`config.mk`:
```
export PLATFORM = sky130hd
export DESIGN_NAME = audio_port
export DESIGN_NICKNAME = d
export VERILOG_FILES = /design/src/rtl/ap_pkg.sv /design/src/rtl/ap_edge.sv /design/src/rtl/ap_rx.sv /design/src/rtl/ap_tx.sv /design/src/rtl/audio_port.sv
export SDC_FILE = /design/constraint.sdc
export NUM_CORES = 1
export LEC_CHECK = 0
export BUFFER_PORTS_ARGS = -buffer_cell sky130_fd_sc_hd__clkbuf_2
export CAP_MARGIN = 20
export CELL_PAD_IN_SITES_DETAIL_PLACEMENT = 0
export CELL_PAD_IN_SITES_GLOBAL_PLACEMENT = 1
export CORE_MARGIN = 2
export CORE_UTILIZATION = 47
export CTS_CLUSTER_DIAMETER = 40
export DETAILED_ROUTE_END_ITERATION = 8
export GPL_ROUTABILITY_DRIVEN = 0
export PLACE_DENSITY = 0.83
export SYNTH_ARGS = -nofsm -noshare
export SYNTH_HDL_FRONTEND = slang
export SYNTH_SLANG_ARGS = --single-unit
```
`constraint.sdc`:
```
create_clock -name clk -period 8.5 [get_ports clk]
set_input_delay 1.7 -clock clk [delete_from_list [all_inputs] [get_ports clk]]
set_output_delay 1.7 -clock clk [all_outputs]
set_load 0.01 [all_outputs]
```
`src/rtl/ap_pkg.sv`:
```
package ap_pkg;

    typedef enum logic [1:0] {
        ALN_I2S = 2'd0,
        ALN_MSB = 2'd1,
        ALN_LSB = 2'd2
    } align_e;

    typedef struct packed {
        align_e     aln;
        logic [4:0] len;
    } fmt_t;

    // Receive-side decode: LSB width comes from the two low code bits.
    function automatic fmt_t rx_format(input logic [2:0] code);
        fmt_t f;
        f.aln = ALN_LSB;
        case (code[1:0])
            2'b01:   f.len = 5'd16;
            2'b10:   f.len = 5'd18;
            2'b11:   f.len = 5'd20;
            default: f.len = 5'd24;
        endcase
        if (code == 3'b000)      f.aln = ALN_I2S;
        else if (code == 3'b100) f.aln = ALN_MSB;
        return f;
    endfunction

    // Transmit-side decode: the upper half of the code space is MSB-justified.
    function automatic fmt_t tx_format(input logic [2:0] code);
        fmt_t f;
        f = rx_format(code);
        if (code[2]) begin
            f.aln = ALN_MSB;
            f.len = 5'd24;
        end
        return f;
    endfunction

endpackage

```
`src/rtl/ap_edge.sv`:
```
module ap_edge #(
    parameter int STAGES = 2
) (
    input  logic clk,
    input  logic rst_n,
    input  logic bclk_i,
    input  logic ws_i,
    input  logic sd_i,
    output logic rise_o,
    output logic fall_o,
    output logic ws_o,
    output logic sd_o
);
    localparam int W = 3;

    typedef struct packed {
        logic [STAGES-1:0][W-1:0] pipe;
        logic                     bclk_last;
    } edge_st_t;

    edge_st_t st_d, st_q;

    always_comb begin
        st_d = st_q;
        st_d.pipe[0] = {bclk_i, ws_i, sd_i};
        for (int i = 1; i < STAGES; i++) begin
            st_d.pipe[i] = st_q.pipe[i-1];
        end
        st_d.bclk_last = st_q.pipe[STAGES-1][2];
    end

    always_ff @(posedge clk) begin
        if (!rst_n) st_q <= '0;
        else        st_q <= st_d;
    end

    assign rise_o = st_q.pipe[STAGES-1][2] & ~st_q.bclk_last;
    assign fall_o = ~st_q.pipe[STAGES-1][2] & st_q.bclk_last;
    assign ws_o   = st_q.pipe[STAGES-1][1];
    assign sd_o   = st_q.pipe[STAGES-1][0];
endmodule

```
`src/rtl/ap_rx.sv`:
```
module ap_rx
    import ap_pkg::*;
#(
    parameter int SW    = 24,
    parameter int HW    = 64,
    localparam int CW   = $clog2(HW + 1)
) (
    input  logic          clk,
    input  logic          rst_n,
    input  logic          rise_i,
    input  logic          ws_i,
    input  logic          din_i,
    input  logic [2:0]    fmt_i,
    output logic [SW-1:0] left_o,
    output logic [SW-1:0] right_o,
    output logic          valid_o
);
    typedef struct packed {
        logic [HW-1:0] hist;
        logic [CW-1:0] cnt;
        logic          ws;
        logic          primed;
        logic          started;
        logic          left_ok;
        fmt_t          fmt;
        logic [SW-1:0] left;
        logic [SW-1:0] out_l;
        logic [SW-1:0] out_r;
        logic          valid;
    } rx_st_t;

    rx_st_t st_d, st_q;

    logic [HW-1:0] src;
    logic [HW-1:0] aligned;
    logic [SW-1:0] low_bits;
    logic [SW-1:0] word;

    // Word extraction from the history window of the half just ended.
    always_comb begin
        src      = (st_q.fmt.aln == ALN_I2S) ? {st_q.hist[HW-2:0], din_i} : st_q.hist;
        aligned  = src << (CW'(HW) - st_q.cnt);
        low_bits = st_q.hist[SW-1:0] << (SW - int'(st_q.fmt.len));
        word     = (st_q.fmt.aln == ALN_LSB) ? low_bits : aligned[HW-1 -: SW];
    end

    always_comb begin
        st_d       = st_q;
        st_d.valid = 1'b0;
        if (rise_i) begin
            st_d.hist = {st_q.hist[HW-2:0], din_i};
            if (!st_q.primed) begin
                st_d.primed = 1'b1;
                st_d.ws     = ws_i;
                st_d.cnt    = CW'(1);
            end else if (ws_i != st_q.ws) begin
                if (st_q.started) begin
                    if (!st_q.ws) begin
                        st_d.left    = word;
                        st_d.left_ok = 1'b1;
                    end else if (st_q.left_ok) begin
                        st_d.out_l   = st_q.left;
                        st_d.out_r   = word;
                        st_d.valid   = 1'b1;
                        st_d.left_ok = 1'b0;
                    end
                end
                st_d.started = 1'b1;
                st_d.ws      = ws_i;
                st_d.cnt     = CW'(1);
                st_d.fmt     = rx_format(fmt_i);
            end else if (st_q.cnt != CW'(HW)) begin
                st_d.cnt = st_q.cnt + CW'(1);
            end
        end
    end

    always_ff @(posedge clk) begin
        if (!rst_n) st_q <= '0;
        else        st_q <= st_d;
    end

    assign left_o  = st_q.out_l;
    assign right_o = st_q.out_r;
    assign valid_o = st_q.valid;
endmodule

```
`src/rtl/ap_tx.sv`:
```
module ap_tx
    import ap_pkg::*;
#(
    parameter int SW    = 24,
    parameter int HW    = 64,
    localparam int CW   = $clog2(HW + 1)
) (
    input  logic          clk,
    input  logic          rst_n,
    input  logic          fall_i,
    input  logic          ws_i,
    input  logic [2:0]    fmt_i,
    input  logic [SW-1:0] left_i,
    input  logic [SW-1:0] right_i,
    output logic          sdout_o,
    output logic          load_o
);
    typedef struct packed {
        logic          ws;
        logic          primed;
        logic          started;
        logic [CW-1:0] fcnt;
        logic [CW-1:0] nlen;
        fmt_t          fmt;
        logic [SW-1:0] hold_l;
        logic [SW-1:0] hold_r;
        logic          sdout;
        logic          load;
    } tx_st_t;

    tx_st_t st_d, st_q;

    always_comb begin
        int            f;
        int            n;
        int            l;
        int            idx;
        logic          ok;
        logic [SW-1:0] w;
        logic [SW-1:0] sh;

        st_d      = st_q;
        st_d.load = 1'b0;
        f = 0; n = 0; l = 0; idx = 0; ok = 1'b0; w = '0; sh = '0;
        if (fall_i) begin
            if (!st_q.primed) begin
                st_d.primed = 1'b1;
                st_d.ws     = ws_i;
                st_d.fcnt   = CW'(HW - 1);
            end else if (ws_i != st_q.ws) begin
                st_d.ws      = ws_i;
                st_d.fcnt    = '0;
                st_d.nlen    = st_q.fcnt + CW'(1);
                st_d.started = 1'b1;
                if (!ws_i) begin
                    st_d.hold_l = left_i;
                    st_d.hold_r = right_i;
                    st_d.fmt    = tx_format(fmt_i);
                    st_d.load   = 1'b1;
                end
            end else if (st_q.fcnt != CW'(HW - 1)) begin
                st_d.fcnt = st_q.fcnt + CW'(1);
            end

            // The bit driven now is taken on rising edge fcnt+1 of the half.
            f = int'(st_d.fcnt);
            n = int'(st_d.nlen);
            l = int'(st_d.fmt.len);
            case (st_d.fmt.aln)
                ALN_I2S: begin
                    ok  = (f >= 1) && (f <= SW);
                    idx = SW - f;
                end
                ALN_MSB: begin
                    ok  = (f < SW);
                    idx = SW - 1 - f;
                end
                default: begin
                    ok  = (f < n) && ((n - 1 - f) < l);
                    idx = SW - l + (n - 1 - f);
                end
            endcase
            w = st_d.ws ? st_d.hold_r : st_d.hold_l;
            if (st_d.started && ok) begin
                sh         = w >> idx;
                st_d.sdout = sh[0];
            end else begin
                st_d.sdout = 1'b0;
            end
        end
    end

    always_ff @(posedge clk) begin
        if (!rst_n) st_q <= '0;
        else        st_q <= st_d;
    end

    assign sdout_o = st_q.sdout;
    assign load_o  = st_q.load;
endmodule

```
`src/rtl/audio_port.sv`:
```
module audio_port #(
    parameter int SAMPLE_W    = 24,
    parameter int MAX_HALF    = 64,
    parameter int SYNC_STAGES = 2
) (
    input  logic                clk,
    input  logic                rst_n,
    input  logic                bclk_i,
    input  logic                ws_i,
    input  logic                sdin_i,
    input  logic [2:0]          fmt_i,
    input  logic [SAMPLE_W-1:0] tx_left_i,
    input  logic [SAMPLE_W-1:0] tx_right_i,
    output logic                tx_load_o,
    output logic                sdout_o,
    output logic [SAMPLE_W-1:0] rx_left_o,
    output logic [SAMPLE_W-1:0] rx_right_o,
    output logic                rx_valid_o
);
    logic rise_w;
    logic fall_w;
    logic ws_w;
    logic din_w;

    ap_edge #(.STAGES(SYNC_STAGES)) i_edge (
        .clk    (clk),
        .rst_n  (rst_n),
        .bclk_i (bclk_i),
        .ws_i   (ws_i),
        .sd_i   (sdin_i),
        .rise_o (rise_w),
        .fall_o (fall_w),
        .ws_o   (ws_w),
        .sd_o   (din_w)
    );

    ap_rx #(.SW(SAMPLE_W), .HW(MAX_HALF)) i_rx (
        .clk     (clk),
        .rst_n   (rst_n),
        .rise_i  (rise_w),
        .ws_i    (ws_w),
        .din_i   (din_w),
        .fmt_i   (fmt_i),
        .left_o  (rx_left_o),
        .right_o (rx_right_o),
        .valid_o (rx_valid_o)
    );

    ap_tx #(.SW(SAMPLE_W), .HW(MAX_HALF)) i_tx (
        .clk     (clk),
        .rst_n   (rst_n),
        .fall_i  (fall_w),
        .ws_i    (ws_w),
        .fmt_i   (fmt_i),
        .left_i  (tx_left_i),
        .right_i (tx_right_i),
        .sdout_o (sdout_o),
        .load_o  (tx_load_o)
    );
endmodule

```
# ---- Yosys cells after proc, flatten, opt, wreduce, memory -nomap -nowiden
# Index checks and enable logic that the tools add are counted.
dict set report classes {
  addsub 10
  magnitude_cmp 5
  n_eq_ne 12
  shift 3
  muxes 33
  n_bitwise 5
  reduce_logical 14
}
# op n
set ops {}
lappend ops {{$mux W62} 3}
lappend ops {{$mux W64} 1}
lappend ops {{$pmux W32 S2} 1}
lappend ops {{$shl A64 B7 Y64} 1}
lappend ops {{$mux W55} 1}
lappend ops {{$mux W7} 7}
lappend ops {{$mux W24} 2}
lappend ops {{$add A32 B32 Y32} 1}
lappend ops {{$lt A32 B6 Y1} 1}
lappend ops {{$mux W32} 1}
lappend ops {{$shl A24 B32 Y24} 1}
lappend ops {{$shr A24 B32 Y1} 1}
lappend ops {{$sub A32 B8 Y32} 1}
lappend ops {{$sub A5 B7 Y8 const A} 2}
lappend ops {{$add A7 B1 Y7 const B} 2}
lappend ops {{$mux W1} 12}
lappend ops {{$pmux W4 S3} 1}
lappend ops {{$reduce_and A6 Y1} 2}
lappend ops {{$sub A5 B5 Y6 const A} 2}
lappend ops {{$mux W8} 1}
lappend ops {{$reduce_and A4 Y1} 2}
lappend ops {{$sub A7 B1 Y8 const B} 1}
lappend ops {{$ge A7 B1 Y1 const B} 1}
lappend ops {{$le A7 B5 Y1 const B} 1}
lappend ops {{21 further kinds} 33}
dict set report word_totals {
  register_bits 236
  inputBits 56
  out_inout_bits 51
  word_cells 108
}

# ---- Longest topological paths before layout
dict set report depth {
  word_depth 16
  depth_mapped 31
  ltp_nobuf 27
}

# ---- Hierarchy
# Synthesis repeated with hierarchy kept, for this count alone.
dict set report hier_totals {
  hier_cells 2169
  area_unflattened_um2 17513.0
}
# module instances cells_per_inst area_per_inst_um2 seq_area_each_um2
set by_module_without_submodules {}
lappend by_module_without_submodules {ap_rx 1 1443 11813.8 3062.9}
lappend by_module_without_submodules {ap_tx 1 710 5502.8 1481.4}
lappend by_module_without_submodules {ap_edge 1 16 196.4 140.1}

# ---- Least setup slack after synthesis
# No wires, ideal clock.
dict set report synth_path {
  path_type {register to register}
  from {register i_tx.st_q[73] (netlist name)}
  to {register i_tx.st_q, in the netlist i_tx.sdout_o}
  setup_ns 0.059
  arrival_ns 6.063
  required_ns 8.441
  slack_ns 2.378
  path_stages_with_launch 29
  path_buffers 3
  period_less_slack_ns 6.122
  path_cell_list {dfxtp_1 -> buf_2 -> xor2_1 -> nand2_1 -> clkbuf_1 -> o21a_1 -> ha_1 -> xnor2_1 -> ha_1 -> nor2b_1 -> o21ai_0 -> a21boi_0 -> o21a_1 -> o21a_1 -> nor2_1 -> nand2_1 -> ha_1 -> ha_1 -> buf_2 -> a31oi_1 -> o21ai_0 -> nor4_2 -> and2_4 -> a2111oi_4 -> o21a_1 -> or3_1 -> a221o_1 -> o41ai_2 -> a31o_1}
}
dict set report synth_between {
  elab_chain_cells 12
  elab_cells_between_ends 36
  cone_classes {add/sub (6); order compare (5); eq/ne (2); shift (1); mux (18); reduce/logical (4)}
}
# item line
set synth_rtl {}
lappend synth_rtl {{from (decl)} ap_tx.sv:31} ;# tx_st_t st_d, st_q;
lappend synth_rtl {{from (signal assigned)} ap_tx.sv:95} ;# else st_q <= st_d;
lappend synth_rtl {{parallel branches: the longest is 11 deep, another holds $sub A32 B8 Y32} --}
lappend synth_rtl {{$mux W1 *} ap_tx.sv:84} ;# if (st_d.started && ok) begin
# Mark *: on every way between the ends. The select of a mux whose other input is x is not followed.
# A chain may end at the register's enable or synchronous reset.

# ---- Final worst setup path
dict set report layout_path {
  from {register i_edge.st_q, in the netlist i_edge.ws_o}
  to {register i_tx.st_q, in the netlist i_tx.sdout_o}
}
dict set report layout_between {
  elab_chain_cells 12
  elab_cells_between_ends 37
  cone_classes {add/sub (6); order compare (5); eq/ne (2); shift (1); mux (19); reduce/logical (4)}
}
# item line
set layout_rtl {}
lappend layout_rtl {{from (decl)} ap_edge.sv:21} ;# edge_st_t st_d, st_q;
lappend layout_rtl {{from (signal assigned)} ap_edge.sv:34} ;# else st_q <= st_d;
lappend layout_rtl {{parallel branches: the longest is 11 deep, another holds $sub A32 B8 Y32} --}
lappend layout_rtl {{$mux W1 *} ap_tx.sv:84}
# Marks and branches as above.

==> metrics <==
status complete, no violations; routed len/inst 18.19 um; Pwr Total 3090 uW; P per Cell Area 152.4 mW/mm^2; Fillers 3636; clk sinks 234; maximum root-to-sink buffer count 3; post-synthesis simple-gate area fraction 20.13%; Die Area 0.04078 mm^2; initial antenna violation count 0; nets 2440; # resized after CTS 0; Setup Buffers After CTS 0; Num CTS Buffers 41; share of the synthesized area in the top cell type 25.44%; TritonCTS clock tree done; clock share of power 54.4%; largest family of logic cells by synthesized area compound AO/OA/AOI/OAI gates; CTS H-Tree Depth 2; Synth Area in Compound Gates 25.37%; Max IR drop VDD 0.1485 mV; Final Cycle Share 87.36%; final std cells w/o fill 2863; Syn-to-layout area delta 10.16%; most common library cells after synthesis nand2_1, dfxtp_1, a21boi_0; Core Area 0.03865 mm^2; Routed WL 52080 um; Pleak 0.008230 uW; clk_skew 17.20 ps; switching power 787.5 uW; Root Buffer clkbuf_16; measured slew at the worst slew-check pin 953.7 ps; WS Path Type reg2reg; I/O Buffers 106; total track usage 25.03%; Max Transition Viols Final 0; Fin Hold WS 437.6 ps; post-place setup slack 1239 ps; syn_nets 2480; placed instance count 2787; RSZ-0062 raised after global routing no; Setup WS post-layout 1074 ps; setup violators final 0; Crit path required time 8990 ps; clock-pin slew on the worst setup and hold paths 50 ps; CP max FO 41; worst hold path class reg2reg; sequential power share 35.8%; Primary FF master, synth dfxtp_1; Pint 2303 uW; r2r setup slk 1070 ps; crit path DAT 7920 ps; Post-Synthesis Cells 2355; number of max-cap violations 0; warnings from Yosys 0; Post-Syn Area 0.01841 mm^2; Hold Crit Start i_edge.st_d[6]; top-count cell post-synth nand2_1; flops & latches, synth 234; area occupied by multi-input gates 0.01248 mm^2; Detail Route Antenna Nets 0; I/O pin cnt 107; slew margin rel. 35.88%; hold_buf cts 0; Final Hold Viols 0; DRC 0; layout cells sized above 1 13.65%; worst flop-to-flop path startpoint i_edge.ws_o; Post-synth EDFFs 0; register area 0.004684 mm^2; vias per cell 5.994; Sw Share 25.48%; Vias 17.16k; Synth Area in Adders 4.770%; post-synth top area cell dfxtp_1; worst setup path start i_edge.ws_o; post-synthesis mux area share 14.56%; Period minus WS final 7426 ps; DIE HEIGHT 201.9 um; initial drt markers 1493; Die W 201.9 um; TritonRoute pass-1 iters 5; Avg Synthesized Cell Area 7.819 um^2; initial core utilization 47.64%; Synth Area in XOR/XNOR 2.467%; clk_lat worst skew 550 ps; Worst setup SP type flop; asr flop ratio synth 0%; grt ovf 0; vias in the first global route 16.15k; synth top area cells dfxtp_1, nand2_1, mux2i_1; Ant. Diodes 0; sequential-to-total area share from yosys stat 25.44%; post-synthesis cell type count 94; largest net degree at the start of global routing 129; DP Wirelength 38030 um; Critical Path End Type flop; combinational fraction of design power 9.8%; # rows 72; first-pass GRT wire length 84300 um; Sum Neg Setup Slack 0 ps; fmax 134.7 MHz
==> placed cells by master (no fill, tap or decap), types with 51 or more instances in the layout <==
cell        n
mux2i_1   134
a21oi_1   138
nand2_1   456
a21boi_0  150
nor2_1    136
ha_1       67
inv_1      64
dfxtp_1   234
o21ai_0   113
clkbuf_2  105
o22ai_1    52
mux4_2     51
==> logic make-up (layout without fill, tap and decap cells) <==
family,count (synthesis),in the layout
simple gates,826,826
buf+inv,285,275
mux,202,202
flops,234,234
compound gates,688,688
xor+xnor,51,51
fa+ha+maj,69,69
==> through the flow <==
stage | area (um^2) | utilization [%]
final | 20280 | 52.48
after detailed placement | 18810 | 48.67
after CTS | 20230 | 52.34
after global routing | 20280 | 52.48
after global placement | 18790 | 48.63
after floorplan | 18410 | -
==> metal layers <==
| metal | wire, um | part of all wire (%) | GRT usage, % |
|---|---|---|---|
| met5 | 0 | 0 | 0 |
| met4 | 1969 | 3.8 | 9.769 |
| met1 | 23060 | 44 | 33.31 |
| met3 | 3080 | 5.9 | 3.563 |
| met2 | 23970 | 46 | 40.99 |
==> path summary, 6_finish.rpt <==
kind | end | cells after the start
max | i_tx.sdout_o | 26
min | i_edge.st_d[0] | 1
max reg2reg | i_tx.sdout_o | 26
min reg2reg | i_edge.st_d[0] | 1
==> flip-flops by register name, summed over array words and instances (netlist names) <==
name          flops
i_rx.right_o     24
i_rx.valid_o      1
i_tx.st_q        72
i_rx.left_o      24
i_tx.load_o       1
i_edge.st_q       1
i_rx.st_q       104
i_tx.sdout_o      1
i_edge.ws_o       1
i_edge.st_d       4
i_edge.sd_o       1
==> power groups by stage <==
stage          Combinational (uW)  Clock, uW  Sequential, uW
2_1_floorplan                 223          0            1130
3_3_place_gp                  295          0            1130
3_5_place_dp                  297          0            1130
4_1_cts                       299       1720            1110
5_1_grt                       328       1770            1110
6_report                      302       1680            1110
==> final cells by class <==
cell class	instances	area share, %
Inverter	66	1.221
Clock inverter	27	1.690
Multi-Input combinational cell	1836	61.54
Timing Repair Buffer	136	3.954
Clock buffer	46	5.305
Tap cell	518	3.195
Sequential cell	234	23.10
==> critical path: stages (launching register included) <==
cell       delay [ps]
dfxtp_1           350
buf_4             400
xnor2_1           290
nor2_1            440
mux2i_1           320
ha_1              230
xnor2_1           140
ha_1              290
nor2b_1           140
o21ai_0           190
a21boi_0          150
o21a_1            200
o21a_1            210
nor2_1            230
nand2_1            90
ha_1              390
ha_1              480
a31oi_1           210
o21ai_0           120
nor4_2            440
and2_4            250
a2111oi_4          80
or3_1             350
a2111oi_0         510
nand4_1           190
o41ai_2           460
a31o_1            210
(Power assumes the default switching activity.)
